--- config.mk ---
export PLATFORM = sky130hd
export DESIGN_NAME = pwm_bank
export DESIGN_NICKNAME = d
export VERILOG_FILES = /design/src/rtl/pwm_bank_pkg.sv /design/src/rtl/pwm_bank_divider.sv /design/src/rtl/pwm_bank_counter.sv /design/src/rtl/pwm_bank_chan.sv /design/src/rtl/pwm_bank_regs.sv /design/src/rtl/pwm_bank.sv
export SDC_FILE = /design/constraint.sdc
export NUM_CORES = 1
export LEC_CHECK = 0
export ABC_CLOCK_PERIOD_IN_PS = 5900
export BUFFER_PORTS_ARGS = -buffer_cell sky130_fd_sc_hd__buf_2
export CAP_MARGIN = 40
export CORE_UTILIZATION = 61
export CTS_CLUSTER_SIZE = 28
export DETAILED_ROUTE_END_ITERATION = 6
export GPL_ROUTABILITY_DRIVEN = 0
export PLACE_DENSITY_LB_ADDON = 0.25
export SYNTH_ARGS = -nofsm -noshare
export SYNTH_HDL_FRONTEND = slang
export SYNTH_SLANG_ARGS = --single-unit
--- constraint.sdc ---
create_clock -name clk -period 5.9 [get_ports clk]
set_clock_uncertainty 0.1 [all_clocks]
set_input_delay 0 -clock clk [delete_from_list [all_inputs] [get_ports clk]]
set_output_delay 0 -clock clk [all_outputs]
set_load 0.01 [all_outputs]
--- src/rtl/pwm_bank_pkg.sv ---
package pwm_bank_pkg;

  // Word indices (byte address / 4) of the fixed registers.
  localparam int unsigned CTRL_WORD = 20;  // byte 0x50
  localparam int unsigned IRQ_WORD  = 21;  // byte 0x54
  localparam int unsigned CNT_WORD  = 24;  // byte 0x60

  // Field positions inside the fixed registers.
  localparam int unsigned RUN_BIT = 9;
  localparam int unsigned IRQ_BIT = 0;

  // Largest channel count that keeps duty slots clear of the control word.
  localparam int unsigned MAX_CHANNELS = CTRL_WORD;

endpackage

--- src/rtl/pwm_bank_divider.sv ---
module pwm_bank_divider #(
  parameter int PW = 4
) (
  input  logic          clk,
  input  logic          rst_n,
  input  logic          run,
  input  logic          load,
  input  logic [PW-1:0] pre_nxt,
  output logic          tick
);

  logic [PW-1:0] div_q;
  logic [PW-1:0] lim_q;
  logic          at_limit;

  function automatic logic [PW-1:0] step_div(input logic [PW-1:0] cur,
                                             input logic          wrap_now);
    return wrap_now ? '0 : cur + 1'b1;
  endfunction

  assign at_limit = (div_q == lim_q);
  assign tick     = run && at_limit;

  always_ff @(posedge clk or negedge rst_n) begin
    if (!rst_n) begin
      div_q <= '0;
      lim_q <= '0;
    end else begin
      if (load) lim_q <= pre_nxt;
      if (!run) div_q <= '0;
      else      div_q <= step_div(div_q, at_limit);
    end
  end

endmodule

--- src/rtl/pwm_bank_counter.sv ---
module pwm_bank_counter #(
  parameter int CW = 8
) (
  input  logic          clk,
  input  logic          rst_n,
  input  logic          run,
  input  logic          tick,
  output logic [CW-1:0] cnt,
  output logic          wrap
);

  localparam logic [CW-1:0] TOP = {CW{1'b1}};

  logic [CW-1:0] cnt_q;

  assign cnt  = cnt_q;
  assign wrap = tick && (cnt_q == TOP);

  always_ff @(posedge clk or negedge rst_n) begin
    if (!rst_n)    cnt_q <= '0;
    else if (!run) cnt_q <= '0;
    else if (tick) cnt_q <= cnt_q + 1'b1;
  end

endmodule

--- src/rtl/pwm_bank_chan.sv ---
module pwm_bank_chan #(
  parameter int CW = 8
) (
  input  logic          clk,
  input  logic          rst_n,
  input  logic          run,
  input  logic          load,
  input  logic [CW-1:0] duty_nxt,
  input  logic [CW-1:0] cnt,
  output logic [CW-1:0] act_duty,
  output logic          out
);

  logic [CW-1:0] act_q;

  function automatic logic in_high_window(input logic [CW-1:0] c,
                                          input logic [CW-1:0] d);
    return c <= d;
  endfunction

  assign act_duty = act_q;
  assign out      = run && in_high_window(cnt, act_q);

  always_ff @(posedge clk or negedge rst_n) begin
    if (!rst_n)    act_q <= '0;
    else if (load) act_q <= duty_nxt;
  end

endmodule

--- src/rtl/pwm_bank_regs.sv ---
module pwm_bank_regs
  import pwm_bank_pkg::*;
#(
  parameter int NCH = 4,
  parameter int CW  = 8,
  parameter int PW  = 4,
  parameter int AW  = 8
) (
  input  logic                    clk,
  input  logic                    rst_n,
  input  logic                    wr_en,
  input  logic                    rd_en,
  input  logic [AW-1:0]           addr,
  input  logic [31:0]             wdata,
  input  logic [CW-1:0]           cnt,
  output logic [31:0]             rdata,
  output logic [NCH-1:0][CW-1:0]  duty_nxt,
  output logic [PW-1:0]           pre_nxt,
  output logic                    run
);

  localparam int WW = AW - 2;
  localparam logic [WW-1:0] W_CTRL = WW'(CTRL_WORD);
  localparam logic [WW-1:0] W_IRQ  = WW'(IRQ_WORD);
  localparam logic [WW-1:0] W_CNT  = WW'(CNT_WORD);

  logic [WW-1:0]          word;
  logic [NCH-1:0][CW-1:0] duty_q;
  logic [PW-1:0]          pre_q;
  logic                   run_q, run_n;
  logic                   irq_q, irq_n;
  logic [31:0]            rd_val;
  logic                   unused_bits;

  assign word        = addr[AW-1:2];
  assign unused_bits = ^{addr[1:0], wdata};

  // Next state of the staged registers, also used by the active copies.
  always_comb begin
    duty_nxt = duty_q;
    pre_nxt  = pre_q;
    run_n    = run_q;
    irq_n    = irq_q;
    if (wr_en) begin
      for (int i = 0; i < NCH; i++) begin
        if (word == WW'(i)) duty_nxt[i] = wdata[CW-1:0];
      end
      if (word == W_CTRL) begin
        pre_nxt = wdata[PW-1:0];
        run_n   = wdata[RUN_BIT];
      end
      if (word == W_IRQ) irq_n = wdata[IRQ_BIT];
    end
  end

  always_ff @(posedge clk or negedge rst_n) begin
    if (!rst_n) begin
      duty_q <= '0;
      pre_q  <= '0;
      run_q  <= 1'b0;
      irq_q  <= 1'b0;
    end else begin
      duty_q <= duty_nxt;
      pre_q  <= pre_nxt;
      run_q  <= run_n;
      irq_q  <= irq_n;
    end
  end

  always_comb begin
    rd_val = '0;
    for (int i = 0; i < NCH; i++) begin
      if (word == WW'(i)) rd_val[CW-1:0] = duty_q[i];
    end
    if (word == W_CTRL) begin
      rd_val[PW-1:0]  = pre_q;
      rd_val[RUN_BIT] = run_q;
    end
    if (word == W_IRQ) rd_val[IRQ_BIT] = irq_q;
    if (word == W_CNT) rd_val[CW-1:0]  = cnt;
  end

  assign rdata = rd_en ? rd_val : '0;
  assign run   = run_q;

endmodule

--- src/rtl/pwm_bank.sv ---
module pwm_bank
  import pwm_bank_pkg::*;
#(
  parameter int NCH = 4,
  parameter int CW  = 8,
  parameter int PW  = 4,
  parameter int AW  = 8
) (
  input  logic           clk,
  input  logic           rst_n,
  input  logic           bus_wr,
  input  logic           bus_rd,
  input  logic [AW-1:0]  bus_addr,
  input  logic [31:0]    bus_wdata,
  output logic [31:0]    bus_rdata,
  output logic [NCH-1:0] pwm_out
);

  // Internal events brought out as named wires for the checker.
  logic                   run_w;
  logic                   tick_w;
  logic                   wrap_w;
  logic                   load_w;
  logic [CW-1:0]          cnt_w;
  logic [PW-1:0]          pre_nxt_w;
  logic [NCH-1:0][CW-1:0] duty_nxt_w;
  logic [NCH-1:0][CW-1:0] act_duty_w;

  // Active copies follow the staged ones while stopped, else only at wrap.
  assign load_w = !run_w || wrap_w;

  pwm_bank_regs #(.NCH(NCH), .CW(CW), .PW(PW), .AW(AW)) u_regs (
    .clk      (clk),
    .rst_n    (rst_n),
    .wr_en    (bus_wr),
    .rd_en    (bus_rd),
    .addr     (bus_addr),
    .wdata    (bus_wdata),
    .cnt      (cnt_w),
    .rdata    (bus_rdata),
    .duty_nxt (duty_nxt_w),
    .pre_nxt  (pre_nxt_w),
    .run      (run_w)
  );

  pwm_bank_divider #(.PW(PW)) u_div (
    .clk     (clk),
    .rst_n   (rst_n),
    .run     (run_w),
    .load    (load_w),
    .pre_nxt (pre_nxt_w),
    .tick    (tick_w)
  );

  pwm_bank_counter #(.CW(CW)) u_cnt (
    .clk   (clk),
    .rst_n (rst_n),
    .run   (run_w),
    .tick  (tick_w),
    .cnt   (cnt_w),
    .wrap  (wrap_w)
  );

  for (genvar g = 0; g < NCH; g++) begin : g_chan
    pwm_bank_chan #(.CW(CW)) u_chan (
      .clk      (clk),
      .rst_n    (rst_n),
      .run      (run_w),
      .load     (load_w),
      .duty_nxt (duty_nxt_w[g]),
      .cnt      (cnt_w),
      .act_duty (act_duty_w[g]),
      .out      (pwm_out[g])
    );
  end

endmodule

After elaboration in Yosys (flattened, before gate mapping)
Cells that the tools add are included.
{"block": "classes", "mux": 20, "n_reduce_logical": 11, "addsub": 2, "magnitude_cmp": 4, "eq_ne": 9}
{"op": "2-to-1 mux 8 bit", "count": 11}
{"op": "<= comparator 8 bit", "count": 4}
{"op": "2-to-1 mux 32 bit", "count": 1}
{"op": "2-to-1 mux 4 bit", "count": 5}
{"op": "== test 6 x 5 -> 1 bit, second input constant", "count": 3}
{"op": "== test 6 x 2 -> 1 bit, second input constant", "count": 2}
{"op": "2-to-1 mux 10 bit", "count": 1}
{"op": "adder 8 x 1 -> 8 bit, second input constant", "count": 1}
{"op": "== test 8 bit, second input constant", "count": 1}
{"op": "== test 6 x 1 -> 1 bit, second input constant", "count": 1}
{"op": "logical AND 1 bit", "count": 6}
{"op": "zero test 6 bit", "count": 1}
{"op": "adder 4 x 1 -> 4 bit, second input constant", "count": 1}
{"op": "== test 4 bit", "count": 1}
{"op": "AND reduction 2 bit", "count": 2}
{"op": "2-to-1 mux 1 bit", "count": 2}
{"op": "inequality test 2 x 1 -> 1 bit, second input constant", "count": 1}
{"op": "zero test 1 bit", "count": 1}
{"op": "logical OR 1 bit", "count": 1}
{"block": "word_totals", "out_inout_bits": 36, "wordCells": 60, "in_bits": 44, "ff_bits": 86}

Logic depth before layout (Yosys ltp)
{"block": "depth", "word_depth": 9, "mapped_depth": 8, "depth_no_buf": 7}

By module
A second synthesis with hierarchy kept.
{"block": "hier_totals", "hier_cells": 429, "area_unflattened_um2": 4763.3}
{"module": "pwm_bank_regs", "seq_area_each_um2": 950.9, "area_per_inst_um2": 2060.7, "cells_each": 149, "instances": 1}
{"module": "pwm_bank_chan", "seq_area_each_um2": 200.2, "area_per_inst_um2": 483.0, "cells_each": 53, "instances": 4}
{"module": "pwm_bank_counter", "seq_area_each_um2": 200.2, "area_per_inst_um2": 390.4, "cells_each": 40, "instances": 1}
{"module": "pwm_bank_divider", "seq_area_each_um2": 200.2, "area_per_inst_um2": 374.1, "cells_each": 27, "instances": 1}
{"module": "pwm_bank", "seq_area_each_um2": 0.0, "area_per_inst_um2": 6.3, "cells_each": 1, "instances": 1}

Worst setup path before layout
No wires, ideal clock.
{"block": "synth_path", "path_type": "register to register", "from": "reg u_div.div_q[2]", "to": "reg g_chan[1].u_chan.act_q[0]", "path_buffers": 1, "synth_period_minus_slack_ps": 1993, "setup_time_ps": 125, "required_ps": 5675, "path_slack_ps": 3907, "path_stages_with_launch": 6, "arrival_ps": 1768, "path_cell_list": "dfrtp_1 xnor2_1 nand4_1 o31ai_4 buf_6 mux2_2"}
{"block": "synth_between", "elab_chain_len": 4}
{"element": "from (decl)", "line_no": "pwm_bank_divider.sv:12", "rtl": "logic [PW-1:0] div_q;"}
{"element": "from (signal assigned)", "line_no": "pwm_bank_divider.sv:31", "rtl": "else div_q <= step_div(div_q, at_limit);"}
{"element": "== test 4 bit", "line_no": "pwm_bank_divider.sv:21", "rtl": "assign at_limit = (div_q == lim_q);"}
{"element": "logical AND 1 bit", "line_no": "pwm_bank_divider.sv:22", "rtl": "assign tick = run && at_limit;"}
{"element": "logical AND 1 bit", "line_no": "pwm_bank_counter.sv:17", "rtl": "assign wrap = tick && (cnt_q == TOP);"}
{"element": "logical OR 1 bit", "line_no": "pwm_bank.sv:30", "rtl": "assign load_w = !run_w || wrap_w;"}
{"element": "to (signal assigned)", "line_no": "pwm_bank_chan.sv:26", "rtl": "else if (load) act_q <= duty_nxt;"}
{"element": "to (decl)", "line_no": "pwm_bank_chan.sv:14", "rtl": "logic [CW-1:0] act_q;"}
No other way between the ends.
A chain may end at the register's enable or synchronous reset.

Worst setup path in the final report
{"block": "layout_path", "from": "reg u_div.div_q[2]", "to": "reg g_chan[3].u_chan.act_q[2]"}
{"block": "layout_between", "elab_chain_len": 4}
{"element": "== test 4 bit", "line_no": "pwm_bank_divider.sv:21"}
{"element": "logical AND 1 bit", "line_no": "pwm_bank_divider.sv:22"}
{"element": "logical AND 1 bit", "line_no": "pwm_bank_counter.sv:17"}
{"element": "logical OR 1 bit", "line_no": "pwm_bank.sv:30"}
{"element": "to (signal assigned)", "line_no": "pwm_bank_chan.sv:26"}
{"element": "to (decl)", "line_no": "pwm_bank_chan.sv:14"}
No other way between the ends.

==> impl_results.md <==
- Synth warn: 0
- Area of the multi-input gates: 2370 sq um
- GR Util All Layers: 0.267
- Post-Synth XOR/XNOR Area: 0.0200
- Comb power frac: 0.228
- RSZ-0062 raised after global routing: no
- Arrival time worst endpoint: 2.86 ns
- Syn Inst Count: a little under 400
- Residual DRC: 0
- I/O pin cnt: 80
- Gr ovfl total: 0
- # setup viols final: 0
- Max-slew violation total from the final report: 0
- Worst Path Buf+Inv: 1
- Pleak: ~0.0026 uW
- Layout cell share with drive strength beyond 1: 0.316
- Antenna violations before repair: 0
- Slowest stage cell, crit path: nand4_1
- CTS tree: done
- Critical path launch point type: flip-flop
- Crit path depth: 5
- Max-slew headroom: 0.479
- Final period utilization: 0.463
- Outcome: completed
- Die height: about 91 microns
- Critical Path, Cell by Cell: xnor2_1 -> nand4_1 -> o31ai_4 -> buf_4 -> mux2_2
- Part of the power in registers: 0.472
- DR iter-0 viols: 160
- Fin cells: 545
- Crit Path Class: flip-flop to flip-flop
- Sink Count: 86
- DR vias/cell: 5.81
- Placed Instances: 517
- Clk pin slew, worst setup/hold paths: around 0.080 ns
- Worst hold path class: input port to flip-flop
- Number of synthesized flops with an enable pin: 0
- Clock Path Buffers: 2
- Initial Util: 0.627
- Area grow syn2layout: 10.3%
- CP Max Fanout: 20
- Sw Pwr: 434 uW
- H-tree depth: 3
- Num CTS Buffers: 9
- Reg area: about 2200 sq um
- Compound-gate portion of the synthesized area: 0.0561
- Final Hold Violating Endpoints: 0
- Worst Hold Depth: 4
- Maximum vdd ir drop: about 0.12 mV
- Required @ worst endpoint: 6.04 ns
- CP Capture Point: g_chan[3].u_chan.act_duty[2]
- Ys async rst share: 1.00
- Register bit total from synthesis: 86
- Minimum clock period: 2.73 ns
- Sw frac: 0.285
- Most used DFF post-synth: dfrtp_1
- TNS Setup: 0 ns
- Post-synth top area share: 0.446
- Flop2flop setup slack: 3.17 ns
- PnR worst setup slack: 3.17 ns
- Min-delay src: bus_wr
- Clk Latency, worst-skew pair: 0.35 ns
- Mux contribution to synthesized area: 0.214
- CP Launch Point: u_div.div_q[2]
- Final net count: 516
- Vias in the first global route: around 3,200
- Synth area leaders: dfrtp_1, mux2_2, ha_1
- Pint: 1090 uW
- Max Cap Viol: 0
- Clock power frac: 0.299
- Cell taking the most area after synthesis: dfrtp_1
- Cell Pwr Density: 286 nW/um^2
- Post-synth cell types: 38
- Most common cell after layout, fill and taps aside: dfrtp_1
- Fillers: 565
- Critical register-to-register path endpoint: g_chan[3].u_chan.act_duty[2]
- Via count: 3,168
- PortBufs: 31
- Clock root cell: clkbuf_8
- Max stage delay on crit path: 0.64 ns
- Postcts setup bufs: 0
- Worst-margin pin slew: 0.779 ns
- Largest family of logic cells by synthesized area: multiplexers
- Simple-gate portion of the synthesized area: 0.0942
- CP delay by family, top: simple AND/OR/NAND/NOR gates
- Per-cell routed wire length: roughly 19 microns
- Most frequent cells in the layout: dfrtp_1, mux2_2, ha_1, buf_2, inv_1
- Final WL: 10.1 mm
- Adder-Cell Fraction of Synth Area: 0.0882
- Total Power: 1520 uW
- Core area: 7690 sq um
- Critical Path End Type: flip-flop
- First-pass GRT wire length: about 17 mm
- DIE WIDTH: 90.9 microns
- Peak Freq: 366 MHz
- Min Hold Slack: ~0.07 ns
- Largest net degree at the start of global routing: 45
- Post-synthesis sequential area ratio: 0.446
- DP Worst Slack: 2.59 ns
- Syn avg cell area: 12.3 sq um
- Num rows: 32
- # diodes: 0
- Post-DRT Antenna Nets: 0
- RR Startpoint: u_div.div_q[2]
- Reg2Reg Depth: 5
- Post-DP HPWL: 7.12 mm
- Die area: 8260 sq um
- Pre-Repair DR Iteration Count: 4
- Syn Std Cell Area: 4820 sq um
## power by group through the flow
| stage | logic [uW] | registers (uW) | clock network, uW |
|---|---|---|---|
| after global routing | 385 | 728 | 487 |
| final | 348 | 718 | 455 |
| after global placement | 321 | 724 | 0 |
| after CTS | 344 | 718 | 463 |
| after floorplan | 271 | 710 | 0 |
| after detailed placement | 338 | 729 | 0 |
## timing repair
action                    CTS  global route
hold endpoints to repair   93             0
gates resized for setup     0             0
hold buffers               11             0
## state kept, by name, indices dropped and copies added (netlist names)
signal	count
g_chan.u_chan.act_duty	32
u_cnt.cnt	8
u_regs.run	1
u_div.lim_q	4
u_regs.duty_q	32
u_regs.irq_q	1
u_regs.pre_q	4
u_div.div_q	4
## metal layers
metal | vias to the layer above | global-route usage | wire length (microns)
met5 | - | 0 | 0
met4 | 0 | 0.103 | 150
met3 | 15 | 0.0362 | 455
met2 | 98 | 0.429 | 5000
met1 | 1604 | 0.371 | 4520
li1 | 1451 | - | -
## through the flow
step | util | instance area [sq um]
4_1_cts | 0.690 | 5300
6_report | 0.692 | 5320
3_5_place_dp | 0.646 | 4970
5_1_grt | 0.692 | 5320
2_1_floorplan | - | 4900
3_3_place_gp | 0.641 | 4930
## synth_stat cells (2+ instances only)
cell	number
o21ai_0	6
nor2_1	6
a21boi_0	2
o22ai_1	4
buf_2	2
xor2_1	5
nand2_1	9
inv_1	30
mux4_2	8
or3_1	2
buf_6	4
dfrtp_1	86
and3_1	2
mux2i_1	2
xnor2_1	6
nand3_1	6
nor2b_1	14
mux2_2	73
o211ai_1	4
nand4_1	10
nand3_4	2
nor3_1	5
and2_1	9
a21oi_1	16
a22oi_1	4
ha_1	34
buf_4	28
a222oi_1	3
clkbuf_1	2
## worst min-delay path by stage
stage | endpoint | slack, ns
final | u_regs.irq_q | 0.07
after global routing | u_regs.irq_q | 0.07
after CTS | u_regs.irq_q | 0.06
after detailed placement | u_div.lim_q[2] | -0.29
after global placement | u_div.lim_q[1] | -0.30
after floorplan | g_chan[0].u_chan.act_duty[0] | -0.40
## layout make-up
| type | instances | share of cell area |
|---|---|---|
| clock buffer | 11 | 0.0266 |
| clock inverter | 5 | 0.0155 |
| inverter | 30 | 0.0212 |
| multi-input combinational | 263 | 0.445 |
| sequential | 86 | 0.405 |
| tap | 102 | 0.0240 |
| timing repair buffer | 48 | 0.0628 |
## worst reg2reg max path, cell delays in order, from the launching register on
cell and delay (ns):
dfrtp_1 0.43, xnor2_1 0.19, nand4_1 0.64, o31ai_4 0.51
buf_4 0.36, mux2_2 0.39
## kinds of logic (layout without fill, tap and decap cells)
group,after synthesis,count (layout)
AOI/OAI and AO/OA,41,41
muxes,84,84
other,1,23
buffers and inverters,66,94
and+or+nand+nor,70,70
adders and majority gates,34,34
DFF,86,86
xor gates and xnor gates,11,11
No activity file was read; power rests on OpenSTA's default activity.
